## config.mk

```make
export PLATFORM = sky130hd
export DESIGN_NAME = sdio_credit_counters
export DESIGN_NICKNAME = d
export VERILOG_FILES = /design/src/rtl/sdio_credit_pkg.sv /design/src/rtl/sdio_credit_accum.sv /design/src/rtl/sdio_credit_pulse.sv /design/src/rtl/sdio_credit_rdport.sv /design/src/rtl/sdio_credit_counters.sv
export SDC_FILE = /design/constraint.sdc
export NUM_CORES = 1
export LEC_CHECK = 0
export ABC_AREA = 1
export ABC_CLOCK_PERIOD_IN_PS = 2500
export BUFFER_PORTS_ARGS = -buffer_cell sky130_fd_sc_hd__buf_2
export CAP_MARGIN = 20
export CORE_ASPECT_RATIO = 1.75
export CORE_MARGIN = 2
export CORE_UTILIZATION = 60
export DETAILED_ROUTE_END_ITERATION = 7
export GPL_TIMING_DRIVEN = 0
export PLACE_DENSITY = 0.8
export SYNTH_ARGS = -nofsm -noshare
export SYNTH_HDL_FRONTEND = slang
export SYNTH_HIERARCHICAL = 1
export SYNTH_SLANG_ARGS = --single-unit
```

## constraint.sdc

```tcl
create_clock -name clk -period 2.5 [get_ports clk]
set_clock_uncertainty 0.15 [all_clocks]
set_input_delay 0.375 -clock clk [delete_from_list [all_inputs] [get_ports clk]]
set_output_delay 0.375 -clock clk [all_outputs]
set_load 0.03 [all_outputs]
```

## src/rtl/sdio_credit_pkg.sv

```systemverilog
package sdio_credit_pkg;

   localparam int unsigned REG_W  = 32;
   localparam int unsigned BYTE_W = 8;

   typedef enum logic [1:0] {
      RGN_NONE = 2'd0,
      RGN_TOK  = 2'd1,
      RGN_LEN  = 2'd2
   } rgn_e;

   function automatic logic [BYTE_W-1:0] byte_sel(input logic [REG_W-1:0] word,
                                                  input logic [1:0]       idx);
      return word[idx*BYTE_W +: BYTE_W];
   endfunction

endpackage

```

## src/rtl/sdio_credit_accum.sv

```systemverilog
module sdio_credit_accum #(
   parameter int unsigned CNT_W = 12,
   parameter int unsigned INC_W = 4
) (
   input  logic             clk,
   input  logic             rst_n,
   input  logic             inc_valid,
   input  logic [INC_W-1:0] inc_amt,
   output logic [CNT_W-1:0] count
);

   if (INC_W > CNT_W) begin : g_bad_inc
      $error("sdio_credit_accum: INC_W must not exceed CNT_W");
   end
   if (CNT_W == 0) begin : g_bad_cnt
      $error("sdio_credit_accum: CNT_W must be nonzero");
   end

   logic [CNT_W-1:0] inc_ext;
   logic [CNT_W-1:0] count_nxt;

   assign inc_ext = CNT_W'(inc_amt);

   always_comb begin
      count_nxt = count;
      if (inc_valid) begin
         count_nxt = count + inc_ext;
      end
   end

   always_ff @(posedge clk) begin
      if (!rst_n) begin
         count <= '0;
      end else begin
         count <= count_nxt;
      end
   end

endmodule

```

## src/rtl/sdio_credit_pulse.sv

```systemverilog
module sdio_credit_pulse #(
   parameter bit REGISTERED = 1'b1
) (
   input  logic clk,
   input  logic rst_n,
   input  logic evt,
   output logic pulse
);

   if (REGISTERED) begin : g_reg
      logic pulse_q;
      always_ff @(posedge clk) begin
         if (!rst_n) begin
            pulse_q <= 1'b0;
         end else begin
            pulse_q <= evt;
         end
      end
      assign pulse = pulse_q;
   end else begin : g_comb
      assign pulse = evt & rst_n;
   end

endmodule

```

## src/rtl/sdio_credit_rdport.sv

```systemverilog
module sdio_credit_rdport
   import sdio_credit_pkg::*;
#(
   parameter int unsigned ADDR_W      = 17,
   parameter int unsigned TOK_BASE    = 'h44,
   parameter int unsigned LEN_BASE    = 'h60,
   parameter bit          SNAPSHOT_EN = 1'b1
) (
   input  logic              clk,
   input  logic              rst_n,
   input  logic              rd_en,
   input  logic [ADDR_W-1:0] rd_addr,
   input  logic [REG_W-1:0]  tok_word,
   input  logic [REG_W-1:0]  len_word,
   output logic [BYTE_W-1:0] rd_data
);

   localparam int unsigned WADDR_W = ADDR_W - 2;
   localparam logic [WADDR_W-1:0] TOK_WA = WADDR_W'(TOK_BASE >> 2);
   localparam logic [WADDR_W-1:0] LEN_WA = WADDR_W'(LEN_BASE >> 2);

   if ((TOK_BASE % 4) != 0 || (LEN_BASE % 4) != 0) begin : g_bad_align
      $error("sdio_credit_rdport: register bases must be word aligned");
   end
   if ((TOK_BASE >> 2) == (LEN_BASE >> 2)) begin : g_bad_overlap
      $error("sdio_credit_rdport: register bases overlap");
   end
   if (ADDR_W < 3 || ADDR_W > 32) begin : g_bad_aw
      $error("sdio_credit_rdport: ADDR_W out of range");
   end

   rgn_e              rgn;
   logic [1:0]        idx;
   logic              first_byte;
   logic [REG_W-1:0]  tok_src;
   logic [REG_W-1:0]  len_src;
   logic [BYTE_W-1:0] sel_byte;

   assign idx        = rd_addr[1:0];
   assign first_byte = (idx == 2'd0);

   always_comb begin
      if (rd_addr[ADDR_W-1:2] == TOK_WA) begin
         rgn = RGN_TOK;
      end else if (rd_addr[ADDR_W-1:2] == LEN_WA) begin
         rgn = RGN_LEN;
      end else begin
         rgn = RGN_NONE;
      end
   end

   if (SNAPSHOT_EN) begin : g_snap
      logic [REG_W-1:0] tok_snap;
      logic [REG_W-1:0] len_snap;

      always_ff @(posedge clk) begin
         if (!rst_n) begin
            tok_snap <= '0;
            len_snap <= '0;
         end else if (rd_en && first_byte) begin
            if (rgn == RGN_TOK) begin
               tok_snap <= tok_word;
            end
            if (rgn == RGN_LEN) begin
               len_snap <= len_word;
            end
         end
      end

      assign tok_src = first_byte ? tok_word : tok_snap;
      assign len_src = first_byte ? len_word : len_snap;
   end else begin : g_live
      assign tok_src = tok_word;
      assign len_src = len_word;
   end

   always_comb begin
      unique case (rgn)
         RGN_TOK: sel_byte = byte_sel(tok_src, idx);
         RGN_LEN: sel_byte = byte_sel(len_src, idx);
         default: sel_byte = '0;
      endcase
   end

   always_ff @(posedge clk) begin
      if (!rst_n) begin
         rd_data <= '0;
      end else if (rd_en) begin
         rd_data <= sel_byte;
      end
   end

endmodule

```

## src/rtl/sdio_credit_counters.sv

```systemverilog
module sdio_credit_counters
   import sdio_credit_pkg::*;
#(
   parameter int unsigned ADDR_W      = 17,
   parameter int unsigned TOK_W       = 12,
   parameter int unsigned TOK_LSB     = 16,
   parameter int unsigned TOK_INC_W   = 4,
   parameter int unsigned LEN_W       = 32,
   parameter int unsigned LEN_INC_W   = 24,
   parameter int unsigned TOK_BASE    = 'h44,
   parameter int unsigned LEN_BASE    = 'h60,
   parameter bit          SNAPSHOT_EN = 1'b1,
   parameter bit          PULSE_REG   = 1'b1
) (
   input  logic                 clk,
   input  logic                 rst_n,
   input  logic                 tok_inc_valid,
   input  logic [TOK_INC_W-1:0] tok_inc_cnt,
   input  logic                 len_add_valid,
   input  logic [LEN_INC_W-1:0] len_add_bytes,
   input  logic                 host_rd_en,
   input  logic [ADDR_W-1:0]    host_rd_addr,
   output logic [BYTE_W-1:0]    host_rd_data,
   output logic                 new_pkt
);

   localparam int unsigned TOK_TOP = TOK_LSB + TOK_W;

   if (TOK_TOP > REG_W) begin : g_bad_tok
      $error("sdio_credit_counters: token field exceeds register width");
   end
   if (LEN_W > REG_W) begin : g_bad_len
      $error("sdio_credit_counters: LEN_W exceeds register width");
   end

   logic [TOK_W-1:0] tok_count;
   logic [LEN_W-1:0] len_count;
   logic [REG_W-1:0] tok_word;
   logic [REG_W-1:0] len_word;

   sdio_credit_accum #(
      .CNT_W (TOK_W),
      .INC_W (TOK_INC_W)
   ) u_tok_acc (
      .clk       (clk),
      .rst_n     (rst_n),
      .inc_valid (tok_inc_valid),
      .inc_amt   (tok_inc_cnt),
      .count     (tok_count)
   );

   sdio_credit_accum #(
      .CNT_W (LEN_W),
      .INC_W (LEN_INC_W)
   ) u_len_acc (
      .clk       (clk),
      .rst_n     (rst_n),
      .inc_valid (len_add_valid),
      .inc_amt   (len_add_bytes),
      .count     (len_count)
   );

   always_comb begin
      tok_word = '0;
      tok_word[TOK_LSB +: TOK_W] = tok_count;
   end

   assign len_word = REG_W'(len_count);

   sdio_credit_rdport #(
      .ADDR_W      (ADDR_W),
      .TOK_BASE    (TOK_BASE),
      .LEN_BASE    (LEN_BASE),
      .SNAPSHOT_EN (SNAPSHOT_EN)
   ) u_rdport (
      .clk      (clk),
      .rst_n    (rst_n),
      .rd_en    (host_rd_en),
      .rd_addr  (host_rd_addr),
      .tok_word (tok_word),
      .len_word (len_word),
      .rd_data  (host_rd_data)
   );

   sdio_credit_pulse #(
      .REGISTERED (PULSE_REG)
   ) u_pulse (
      .clk   (clk),
      .rst_n (rst_n),
      .evt   (len_add_valid),
      .pulse (new_pkt)
   );

endmodule

```

# Yosys cells after proc, flatten, opt, wreduce, memory -nomap -nowiden
# Index checks and enable logic that the tools add are counted.
word_totals:
  register_bits: 97
  latchBits: 0
  mem_bits_rw: 0
  romBits: 0
  inputBits: 50
  output_inout_bits: 9
  wordCells: 23
  n_memories: 0
classes:
  add_sub_neg: 2
  n_mul: 0
  div_mod_pow: 0
  magnitude_cmp: 0
  n_eq_ne: 4
  shift: 2
  muxes: 5
  bitwise: 0
  reduce_logical: 4
op_table:
  columns: ["cell", "n"]
  rows:
  - ["32-bit by 6-bit variable part select with 8-bit output", 2]
  - ["32-bit by 24-bit adder with 32-bit output", 1]
  - ["32-bit 2-to-1 mux", 1]
  - ["15-bit by 5-bit equality test with 1-bit output, second input constant", 2]
  - ["28-bit 2-to-1 mux", 1]
  - ["8-bit case mux with 2 select lines", 1]
  - ["12-bit by 4-bit adder with 12-bit output", 1]
  - ["2-bit 2-to-1 mux", 2]
  - ["2-bit AND reduction", 2]
  - ["2-bit by 1-bit equality test with 1-bit output, second input constant", 1]
  - ["2-bit equality test, second input constant", 1]
  - ["2-bit logical NOT", 1]
  - ["1-bit logical AND", 1]

# Depth between registers and ports, before layout
# Gate-level depths: netlist (run 1).
logic_depth:
  ltp_word: 5
  mapped_depth: 14
  mapped_depth_nobuf: 14

# Modules after synthesis
# The synthesis (run 1) kept the hierarchy.
by_module_without_submodules:
  columns: ["module", "instances", "cells_each", "area_per_inst_um2", "seq_area_each_um2"]
  rows:
  - ["sdio_credit_rdport", 1, 588, 3699.8, 1401.3]
  - ["sdio_credit_accum at u_len_acc", 1, 550, 3134.3, 640.6]
  - ["sdio_credit_accum at u_tok_acc", 1, 114, 759.5, 240.2]
  - ["sdio_credit_pulse", 1, 3, 27.5, 20.0]
  - ["sdio_credit_counters", 1, 1, 3.8, 0.0]

# Worst setup path after synthesis (run 1)
# No wires, ideal clock.
synth_path:
  path_type: "input -> register"
  from: "in len_add_bytes[0]"
  to: "reg u_len_acc.count[26]"
  setup_time_ps: 115
  t_arrival_ps: 1742
  required_time_ps: 2235
  slack_ps: 493
  cell_stages: 12
  n_path_buf: 0
  path_cell_list: "ha_1 > fa_1 > nand2_1 > nand3_1 > nand3_1 > nand2_1 > nand2_1 > nand2_1 > nand2_1 > nand3_1 > a21oi_1 > nor2_1"
synth_between:
  elab_chain_cells: 1
synth_rtl:
  columns: ["item", "line_no", "text"]
  rows:
  - ["start, declared", "sdio_credit_counters.sv:20", "input logic [LEN_INC_W-1:0] len_add_bytes,"]
  - ["32-bit by 24-bit adder with 32-bit output", "sdio_credit_accum.sv:27", "count_nxt = count + inc_ext;"]
  - ["end signal, assigned", "sdio_credit_accum.sv:35", "count <= count_nxt;"]
  - ["end, declared", "sdio_credit_accum.sv:9", "output logic [CNT_W-1:0] count"]
# No other way between the ends.
# A chain may end at the register's enable or synchronous reset.

# Worst setup path after layout (run 1)
layout_path:
  from: "reg u_len_acc.count[0]"
  to: "reg u_len_acc.count[26]"
layout_between:
  elab_chain_cells: 1
layout_rtl:
  columns: ["item", "line_no"]
  rows:
  - ["32-bit by 24-bit adder with 32-bit output", "sdio_credit_accum.sv:27"]
# No other way between the ends.

==> impl_metrics.yaml, run 1 <==
outcome:
  status: "complete, no violations"
setup_path:
  path_class: "flop to flop"
  required_ns: 2.65
  endpoint_kind: "flop"
  critPathMaxFanout: 4
  rr_worst_depth: 12
  critPathArrivalTime_ns: 2.48
  worstSetupStartpointType: "flop"
yosys:
  synth.distinct_cells: 38
  synth-seq-area-share_pct: 30.19
  async_flop_share_pct: 0
  synth_area_per_cell_um2: 6.071
  synth_cells: 1256
  synth_edf_count: 0
  syn_area_um2: 7625
  yosys_warnings: 6
  synth-seq-cells: 115
  synth_ff_type: "dfxtp_1"
clocking:
  cts_max_level: 4
  cts_resized: 0
  clkTransAtPathRegs_ns: 0.06
  clock-root-buffer: "clkbuf_16"
  holdBufCountCts: 0
  cts_tree: "yes"
  cts_buffers: 17
  clk_path_buf_depth: 2
  clk_latency_ns: 0.42
  cts_setup_buffers: 0
  clock-sinks: 115
pwr:
  power_mw: 5.781
  power_density_nw_per_um2: 648.7
  total_leakage_power_nw: 4.385
  peakVddDrop_mv: 0.4339
global_routing:
  grt_max_degree: 17
  antenna_found_initial: 0
  grt_pass1_vias: 8015
  overflow: 0
  grt_pass1_wl_um: 36550
  grt_use_total_pct: 34.23
timing:
  maxSlewHeadroom_pct: 59.92
  drv_slew: 0
  post-route-min-period_ns: 2.327
  fin_tns_setup_ns: 0
  hold_viol_final: 0
  setup-violations-final: 0
  max_freq_mhz: 429.7
  min_period_over_period_pct: 93.08
  grt_setup_unrepaired: "no"
  tightestPinTransition_ns: 0.6012
  holdWs_ns: 0.009400
routing:
  drt_pass1_iterations: 7
  drt-met1-wl_um: 7989
  final_antenna_net_count: 0
  drt-total-wl_um: 22880
  wl_met2_um: 12120
  vias_per_cell: 5.389
  vias: 8331
  routedWlPerCell_um: 14.80
  drc_errors: 0
  dr_wl_met3_um: 1360
  first_iter_violations: 513
  highest_layer: "met4"
cells_and_area:
  antennaDiodeCount: 0
  final_layout_size_suffix_gt1_share_pct: 11.18
  fillers: 1182
  area_growth_pct: 16.89
  final_cells: 1546
  layout.nets: 1446
  final_area_um2: 8912
floorplanning:
  die_area_um2: 13660
  fp-row-count: 54
  die_w_um: 89.22
  core_region_area_um2: 12430
  initial_utilization_pct: 61.33
  die_h_um: 153.1
  io_pins: 59
min_path:
  hp-class: "input pin to flop"
  min_path_cells: 3
placed_design:
  io_buffers: 57
  place_inst: 1515
  dp_hpwl_um: 17260
  postPlaceCellArea_um2: 8248
  place_congestion: 1.033
job:
  cap_violations: 0
-- cell families (layout without fill, tap and decap cells) --
family	after synthesis	after routing	synth area share [%]
AOI/OAI and AO/OA	236	236	15.90
DFF	115	115	30.19
and+or+nand+nor	632	632	35.22
buffers and inverters	226	314	11.67
other	1	35	0.04918
muxes	1	1	0.1313
adders and majority gates	30	30	5.120
xor gates and xnor gates	15	15	1.723
-- synth_stat cells (2+ instances only) --
cell / number / area (um^2)
a21oi_2: 3 / 26.28
nand4_1: 5 / 31.28
inv_2: 9 / 33.78
o21bai_1: 4 / 30.03
nand3_1: 114 / 570.6
nand2_2: 13 / 81.33
buf_1: 3 / 11.26
nor2_2: 9 / 56.30
nor3_1: 4 / 20.02
nor2_4: 4 / 45.04
nor2_1: 161 / 604.3
a21oi_1: 126 / 630.6
buf_4: 2 / 15.01
fa_1: 2 / 40.04
nand3_2: 3 / 30.03
o21ai_0: 69 / 345.3
nor3_2: 4 / 40.04
clkinv_1: 3 / 11.26
nand2_1: 308 / 1156
xor2_1: 14 / 122.6
clkbuf_1: 27 / 101.4
dfxtp_1: 115 / 2302
or2_1: 3 / 18.77
nor4_1: 2 / 12.51
ha_1: 28 / 350.3
inv_1: 162 / 608.1
buf_2: 19 / 95.09
o21ai_1: 30 / 150.1
-- cell type report --
| type | instances | area, um^2 | area share, % |
|---|---|---|---|
| inverters | 174 | 653.1 | 7.328 |
| plain buffers | 52 | 236.5 | 2.653 |
| clock buffers | 21 | 460.4 | 5.166 |
| flip-flops and latches | 115 | 2302 | 25.83 |
| repair buffers | 57 | 285.3 | 3.201 |
| multi-input cells | 949 | 4561 | 51.17 |
| clock inverters | 10 | 203.9 | 2.288 |
| well taps | 168 | 210.2 | 2.359 |
-- layout by cell type, fill, tap and decap left out, drive strengths merged, types with 2 or more instances in the layout --
cell    netlist  layout
o21bai        4       4
a21oi       129     129
nand4         5       5
nor4          2       2
bufinv        0       6
clkinv        3       7
o21ai        99      99
nand3       117     117
nor3          8       8
xor2         14      14
conb          1      35
buf          24      81
or2           3       3
dfxtp       115     115
fa            2       2
inv         171     171
nor2        174     174
clkbuf       28      49
ha           28      28
nand2       321     321
-- layer usage --
metal | track usage, % | vias up
met5 | 0 | -
met4 | 21.61 | 0
met3 | 6.048 | 97
met2 | 62.86 | 340
met1 | 33.36 | 3720
li1 | - | 4174
-- worst paths after layout --
| check | to | slack [ns] | startpoint |
|---|---|---|---|
| hold reg to reg | u_rdport/g_snap.tok_snap[16] | 0.30 | u_rdport/g_snap.tok_snap[16] |
| hold / removal | u_pulse/pulse | 0.009 | len_add_valid |
| setup / recovery | u_len_acc/count[26] | 0.17 | u_len_acc/count[0] |
| setup reg to reg | u_len_acc/count[26] | 0.17 | u_len_acc/count[0] |
-- sequential cells by signal (all words and copies together) (netlist names) --
signal                    flops
u_pulse/pulse                 1
u_len_acc/count              32
u_rdport/g_snap.len_snap     31
u_tok_acc/count              12
u_rdport/rd_data              8
u_rdport/g_snap.tok_snap     31
-- power breakdown --
part / leakage, nW / internal (mW) / switching [mW]
Sequential: 0.934 / 1.89 / 0.0764
Clock: 0.327 / 1.91 / 0.852
Combinational: 3.12 / 0.352 / 0.697
-- per-stage QoR --
| step | worst slack (ns) | utilization [%] |
|---|---|---|
| 5_1_grt | 0.06519 | 71.69 |
| 3_3_place_gp | 0.08702 | 66.34 |
| 6_report | 0.1730 | 71.69 |
| 3_5_place_dp | 0.08453 | 66.34 |
| 4_1_cts | 0.2172 | 71.69 |
| 2_1_floorplan | 0.4934 | - |
-- critical path: stages (launching register included) --
cell,delay (ns)
dfxtp_1,0.34
ha_1,0.23
fa_1,0.40
nand2_1,0.10
nand3_1,0.07
nand3_1,0.07
nand2_1,0.14
nand2_1,0.10
nand2_1,0.12
nand2_1,0.15
nand3_1,0.13
a21oi_1,0.15
nor2_1,0.06
Power figures use the tool's default switching activity.
==> run 2, diff against run 1 <==
- ABC_CLOCK_PERIOD_IN_PS: 2500 -> 1900
- CELL_PAD_IN_SITES_DETAIL_PLACEMENT: unset -> 1
- CELL_PAD_IN_SITES_GLOBAL_PLACEMENT: unset -> 1
- CORE_UTILIZATION: 60 -> 39
- PLACE_DENSITY: 0.8 -> unset
- PLACE_DENSITY_LB_ADDON: unset -> 0.1
- clock period: 2.5 -> 1.9 ns (I/O delays scaled with it)
==> impl_metrics.yaml, run 2 (synthesis gave the netlist of run 1 again) <==
floorplanning:
  die_area_um2: 20730
  initial_utilization_pct: 39.72
  core_region_area_um2: 19200
  die_h_um: 189.0
  die_w_um: 109.7
  io_pins: 59
  fp-row-count: 67
routing:
  vias: 8640
  drt_pass1_iterations: 4
  drc_errors: 0
  drt-total-wl_um: 29970
  final_antenna_net_count: 0
  routedWlPerCell_um: 18.23
  first_iter_violations: 345
  vias_per_cell: 5.255
cells_and_area:
  fillers: 2590
  layout_commonest_cell: "nand2_1"
  area_growth_pct: 31.51
  largestRegisters: "u_len_acc/count (32), u_rdport/g_snap.len_snap (31), u_rdport/g_snap.tok_snap (31)"
  layout.nets: 1470
  antennaDiodeCount: 0
  final_core_util_pct: 52.23
  top_register: "u_len_acc/count"
  final_layout_size_suffix_gt1_share_pct: 23.88
  mostFrequentLayoutCells: "259 x nand2_1, 159 x inv_1, 153 x nor2_1, 111 x a21oi_1"
  multiInputGateArea_um2: 5423
  regArea_um2: 2365
  largest_reg_flops: 32
clocking:
  cts_max_level: 4
  cts_tree: "yes"
  clock-sinks: 115
  clk_path_buf_depth: 2
  cts_buffers: 17
  clk_latency_ns: 0.43
  clock-root-buffer: "clkbuf_16"
  clkTransAtPathRegs_ns: 0.06
pwr:
  total_leakage_power_nw: 4.650
  peakVddDrop_mv: 0.9020
  power_density_nw_per_um2: 771.0
  power_mw: 7.730
setup_path:
  path_class: "flop to flop"
  cp_num_buf_inv: 1
  required_ns: 2.08
  cp_common_cell: "nand2_1"
  crit_path_cell_trace: "ha_4 -> a21o_1 -> a21oi_2 -> nor2_1 -> nor2_1 -> nand2_1 -> nand2_1 -> nand3_2 -> nand2_1 -> inv_1"
  endpoint_kind: "flop"
  crit_path_top_delay_cell: "dfxtp_2"
  max_stage_delay_ns: 0.38
  critPathArrivalTime_ns: 2.34
  cp_top_family: "simple AND/OR/NAND/NOR gates"
  critPathMaxFanout: 4
  worstSetupStartpointType: "flop"
global_routing:
  grt_use_total_pct: 28.20
  grt_busiest_layer: "met2"
  gr-usage-met3_pct: 3.718
  grtUsageMet2_pct: 56.27
  use_met1_pct: 26.50
  grt_pass1_wl_um: 44580
  antenna_found_initial: 0
  overflow: 0
  grt_max_degree: 17
  grt_pass1_vias: 9046
placed_design:
  dp_hpwl_um: 21570
  place_congestion: 0.9054
  io_buffers: 57
  place_ws_ns: -0.5181
timing:
  post-route-min-period_ns: 2.166
  min_period_over_period_pct: 114.0
  hold_viol_final: 0
  fin_tns_setup_ns: -1.597
  max_freq_mhz: 461.8
  drv_slew: 0
  grt_setup_unrepaired: "yes"
  tightestPinTransition_ns: 0.7260
  setup-violations-final: 16
  setup_ws_ns: -0.2655
  maxSlewHeadroom_pct: 51.60
outcome:
  status: "complete, but fails checks"
  violations: "negative setup slack"
min_path:
  hp-class: "input pin to flop"
job:
  cap_violations: 0
-- run 2: path summary, 6_finish.rpt --
check,startpoint,to,slack (ns),depth (start not counted)
max reg2reg,u_len_acc/count[11],u_len_acc/count[18],-0.27,10
min,host_rd_en,u_rdport/rd_data[0],0.05,3
max,u_len_acc/count[11],u_len_acc/count[18],-0.27,10
min reg2reg,u_rdport/g_snap.tok_snap[16],u_rdport/g_snap.tok_snap[16],0.30,2
-- run 2: repair_timing --
action,CTS,global route
pin swaps,21,32
setup buffers,10,12
endpoints found under the hold margin,2,0
setup endpoints to repair,41,49
resized for setup,107,115
hold buffers,2,0
-- run 2: worst register-to-register path, cell delays in order, from the launching register on --
cell and delay (ns):
dfxtp_2 0.38, ha_4 0.24, a21o_1 0.20, a21oi_2 0.28
nor2_1 0.11, nor2_1 0.28, nand2_1 0.12, nand2_1 0.13
nand3_2 0.08, nand2_1 0.07, inv_1 0.03
-- run 2: report_power, final --
part | leakage, nW | internal, mW | switching (mW)
combinational | 3.44 | 0.750 | 1.25
clock | 0.266 | 1.89 | 1.22
sequential | 0.945 | 2.50 | 0.120
-- run 2: layout make-up --
type,count,area share (%)
multi-input cells,949,54.08
clock inverters,12,1.073
repair buffers,81,4.692
plain buffers,52,2.396
clock buffers,20,4.654
flip-flops and latches,115,23.58
well taps,241,3.007
inverters,174,6.514
-- run 2: stage by stage --
stage / area (um^2) / hold WS (ns) / cells
6_report: 10030 / 0.04632 / 1644
5_1_grt: 10030 / 0.05894 / 1644
2_1_floorplan: 7755 / 0.2285 / 1290
3_5_place_dp: 8342 / 0.2937 / 1588
4_1_cts: 9512 / 0.03927 / 1632
3_3_place_gp: 8342 / 0.2839 / 1588
-- run 2: routing by layer --
metal  part of all wire [%]  vias up
met5                      0        -
met4                    5.4        0
li1                       -     4237
met1                     36     4151
met3                    2.1       85
met2                     57      167
==> run 3, diff against run 2 <==
- SKIP_LAST_GASP: unset -> 1
==> impl_metrics.yaml, run 3 (synthesis gave the netlist of run 1 again) <==
outcome:
  status: "complete, but fails checks"
  violations: "negative setup slack"
setup_path:
  max_stage_delay_ns: 0.38
  critPathArrivalTime_ns: 2.33
  rr_endpoint: "u_len_acc/count[18]"
  critPathMaxFanout: 4
  worstSetupStartpointType: "flop"
  crit_path_cell_trace: "ha_4 -> fa_2 -> nand2_2 -> nand3_2 -> nand3_2 -> nand2_4 -> nand2_4 -> nand2_4 -> nand2_4 -> buf_4 -> nand3_2 -> nand3_1 -> nand2_1 -> inv_1"
  endpoint_kind: "flop"
  path_class: "flop to flop"
  ff2ff_setup_slack_ns: -0.21
  reg2reg_from: "u_len_acc/count[0]"
  cp_common_cell: "nand2_4"
  required_ns: 2.12
  crit_path_top_delay_cell: "fa_2"
  rr_worst_depth: 14
pwr:
  p_seq_share_pct: 33.9
  peakVddDrop_mv: 0.9066
  power_mw: 7.727
  p_sw_mw: 2.589
  netSwitchingFraction_pct: 33.51
  p_clk_share_pct: 40.3
  power_density_nw_per_um2: 774.2
  internal_power_mw: 5.138
  p_comb_share_pct: 25.8
  total_leakage_power_nw: 4.623
global_routing:
  grt_pass1_vias: 9045
  antenna_found_initial: 0
  grt_pass1_wl_um: 44590
  grt_max_degree: 17
  grt_use_total_pct: 28.20
  overflow: 0
cells_and_area:
  area_growth_pct: 30.90
  final_layout_size_suffix_gt1_share_pct: 23.38
  largestRegisters: "u_len_acc/count (32), u_rdport/g_snap.len_snap (31), u_rdport/g_snap.tok_snap (31)"
  fillers: 2589
  layout.nets: 1470
  final_area_um2: 9981
  regArea_um2: 2365
  multiInputGateArea_um2: 5376
  mostFrequentLayoutCells: "261 x nand2_1, 161 x inv_1, 153 x nor2_1, 111 x a21oi_1, 94 x nand3_1"
  layout_commonest_cell: "nand2_1"
  largest_reg_flops: 32
  antennaDiodeCount: 0
  top_register: "u_len_acc/count"
timing:
  fin_tns_setup_ns: -2.127
  hold_viol_final: 0
  post-route-min-period_ns: 2.109
  holdWs_ns: 0.04909
  tightestPinTransition_ns: 0.6950
  setup-violations-final: 21
  maxSlewHeadroom_pct: 53.67
  grt_setup_unrepaired: "yes"
  setup_ws_ns: -0.2089
  max_freq_mhz: 474.2
  min_period_over_period_pct: 111.0
  drv_slew: 0
floorplanning:
  io_pins: 59
  die_w_um: 109.7
  die_h_um: 189.0
  die_area_um2: 20730
  core_region_area_um2: 19200
  fp-row-count: 67
  initial_utilization_pct: 39.72
placed_design:
  postPlaceCellArea_um2: 8342
  place_congestion: 0.9054
  dp_hpwl_um: 21570
  io_buffers: 57
  place_ws_ns: -0.5181
routing:
  drc_errors: 0
  final_antenna_net_count: 0
  drt_pass1_iterations: 4
  vias: 8663
  routedWlPerCell_um: 18.41
  vias_per_cell: 5.269
  drt-total-wl_um: 30260
  first_iter_violations: 298
clocking:
  clock-root-buffer: "clkbuf_16"
  cts_max_level: 4
  clk_path_buf_depth: 2
  clk_latency_ns: 0.43
  cts_tree: "yes"
  clock-sinks: 115
  clkTransAtPathRegs_ns: 0.06
  cts_buffers: 17
min_path:
  hp-start: "host_rd_en"
  worstHoldEndpoint: "u_rdport/rd_data[0]"
  hp-class: "input pin to flop"
  min_path_cells: 3
job:
  cap_violations: 0
[run 3: cell types whose count changed in the layout (fill, tap and decap cells not counted)]
| cell | before | now |
|---|---|---|
| nor3_4 | 2 | 1 |
| nor2_4 | 10 | 9 |
| inv_1 | 159 | 161 |
| nor3_2 | 3 | 4 |
| nor2_2 | 11 | 12 |
| nand2_4 | 18 | 15 |
| nand2_2 | 44 | 45 |
| inv_2 | 12 | 10 |
| nand3_1 | 91 | 94 |
| nand2_1 | 259 | 261 |
| nand3_2 | 21 | 18 |
[run 3: repair_timing]
action | 4_1_cts | 5_1_grt
hold buffers | 2 | 0
pin swaps | 21 | 31
resized for setup | 104 | 106
endpoints found under the hold margin | 2 | 0
buffers inserted | 10 | 12
setup endpoints to repair | 41 | 49
[run 3: worst max-delay path by stage]
stage	start	end	slack, ns	cells past startpoint
2_1_floorplan	u_len_acc/count[0]	u_len_acc/count[26]	0.01	12
4_1_cts	u_len_acc/count[0]	u_len_acc/count[18]	-0.17	14
5_1_grt	u_len_acc/count[0]	u_len_acc/count[30]	-0.25	13
6_report	u_len_acc/count[0]	u_len_acc/count[18]	-0.21	14
3_5_place_dp	host_rd_addr[3]	u_rdport/g_snap.tok_snap[28]	-0.52	8
3_3_place_gp	host_rd_addr[3]	u_rdport/g_snap.tok_snap[28]	-0.48	8
[run 3: power groups by stage]
stage	Clock, mW	Sequential [mW]	Combinational (mW)
2_1_floorplan	0	2.60	0.997
3_5_place_dp	0	2.64	1.42
3_3_place_gp	0	2.64	1.39
6_report	3.11	2.62	1.99
5_1_grt	3.28	2.63	2.15
4_1_cts	3.16	2.62	1.68
[run 3: critical path: cells and delay by family, from the launching register on]
| family | cells | cell delay, ns |
|---|---|---|
| simple gates | 10 | 0.86 |
| fa+ha+maj | 2 | 0.54 |
| flops | 1 | 0.35 |
| buf+inv | 2 | 0.15 |
[run 3: cell type report]
class,count,share of cell area [%]
plain buffers,52,2.407
repair buffers,81,4.714
clock buffers,20,4.676
clock inverters,12,1.078
multi-input cells,949,53.87
well taps,241,3.021
inverters,174,6.544
flip-flops and latches,115,23.69
[run 3: routing by layer]
| metal | routed length (um) | GRT usage (%) | vias to the layer above |
|---|---|---|---|
| met1 | 10780 | 26.54 | 4144 |
| met5 | 0 | 0 | - |
| li1 | - | - | 4232 |
| met3 | 730 | 3.718 | 100 |
| met2 | 17060 | 56.24 | 187 |
| met4 | 1694 | 14.51 | 0 |
[run 3: per-stage QoR]
stage	util, %	cells
5_1_grt	51.99	1644
3_3_place_gp	43.45	1588
3_5_place_dp	43.45	1588
2_1_floorplan	-	1290
4_1_cts	49.51	1632
6_report	51.99	1644
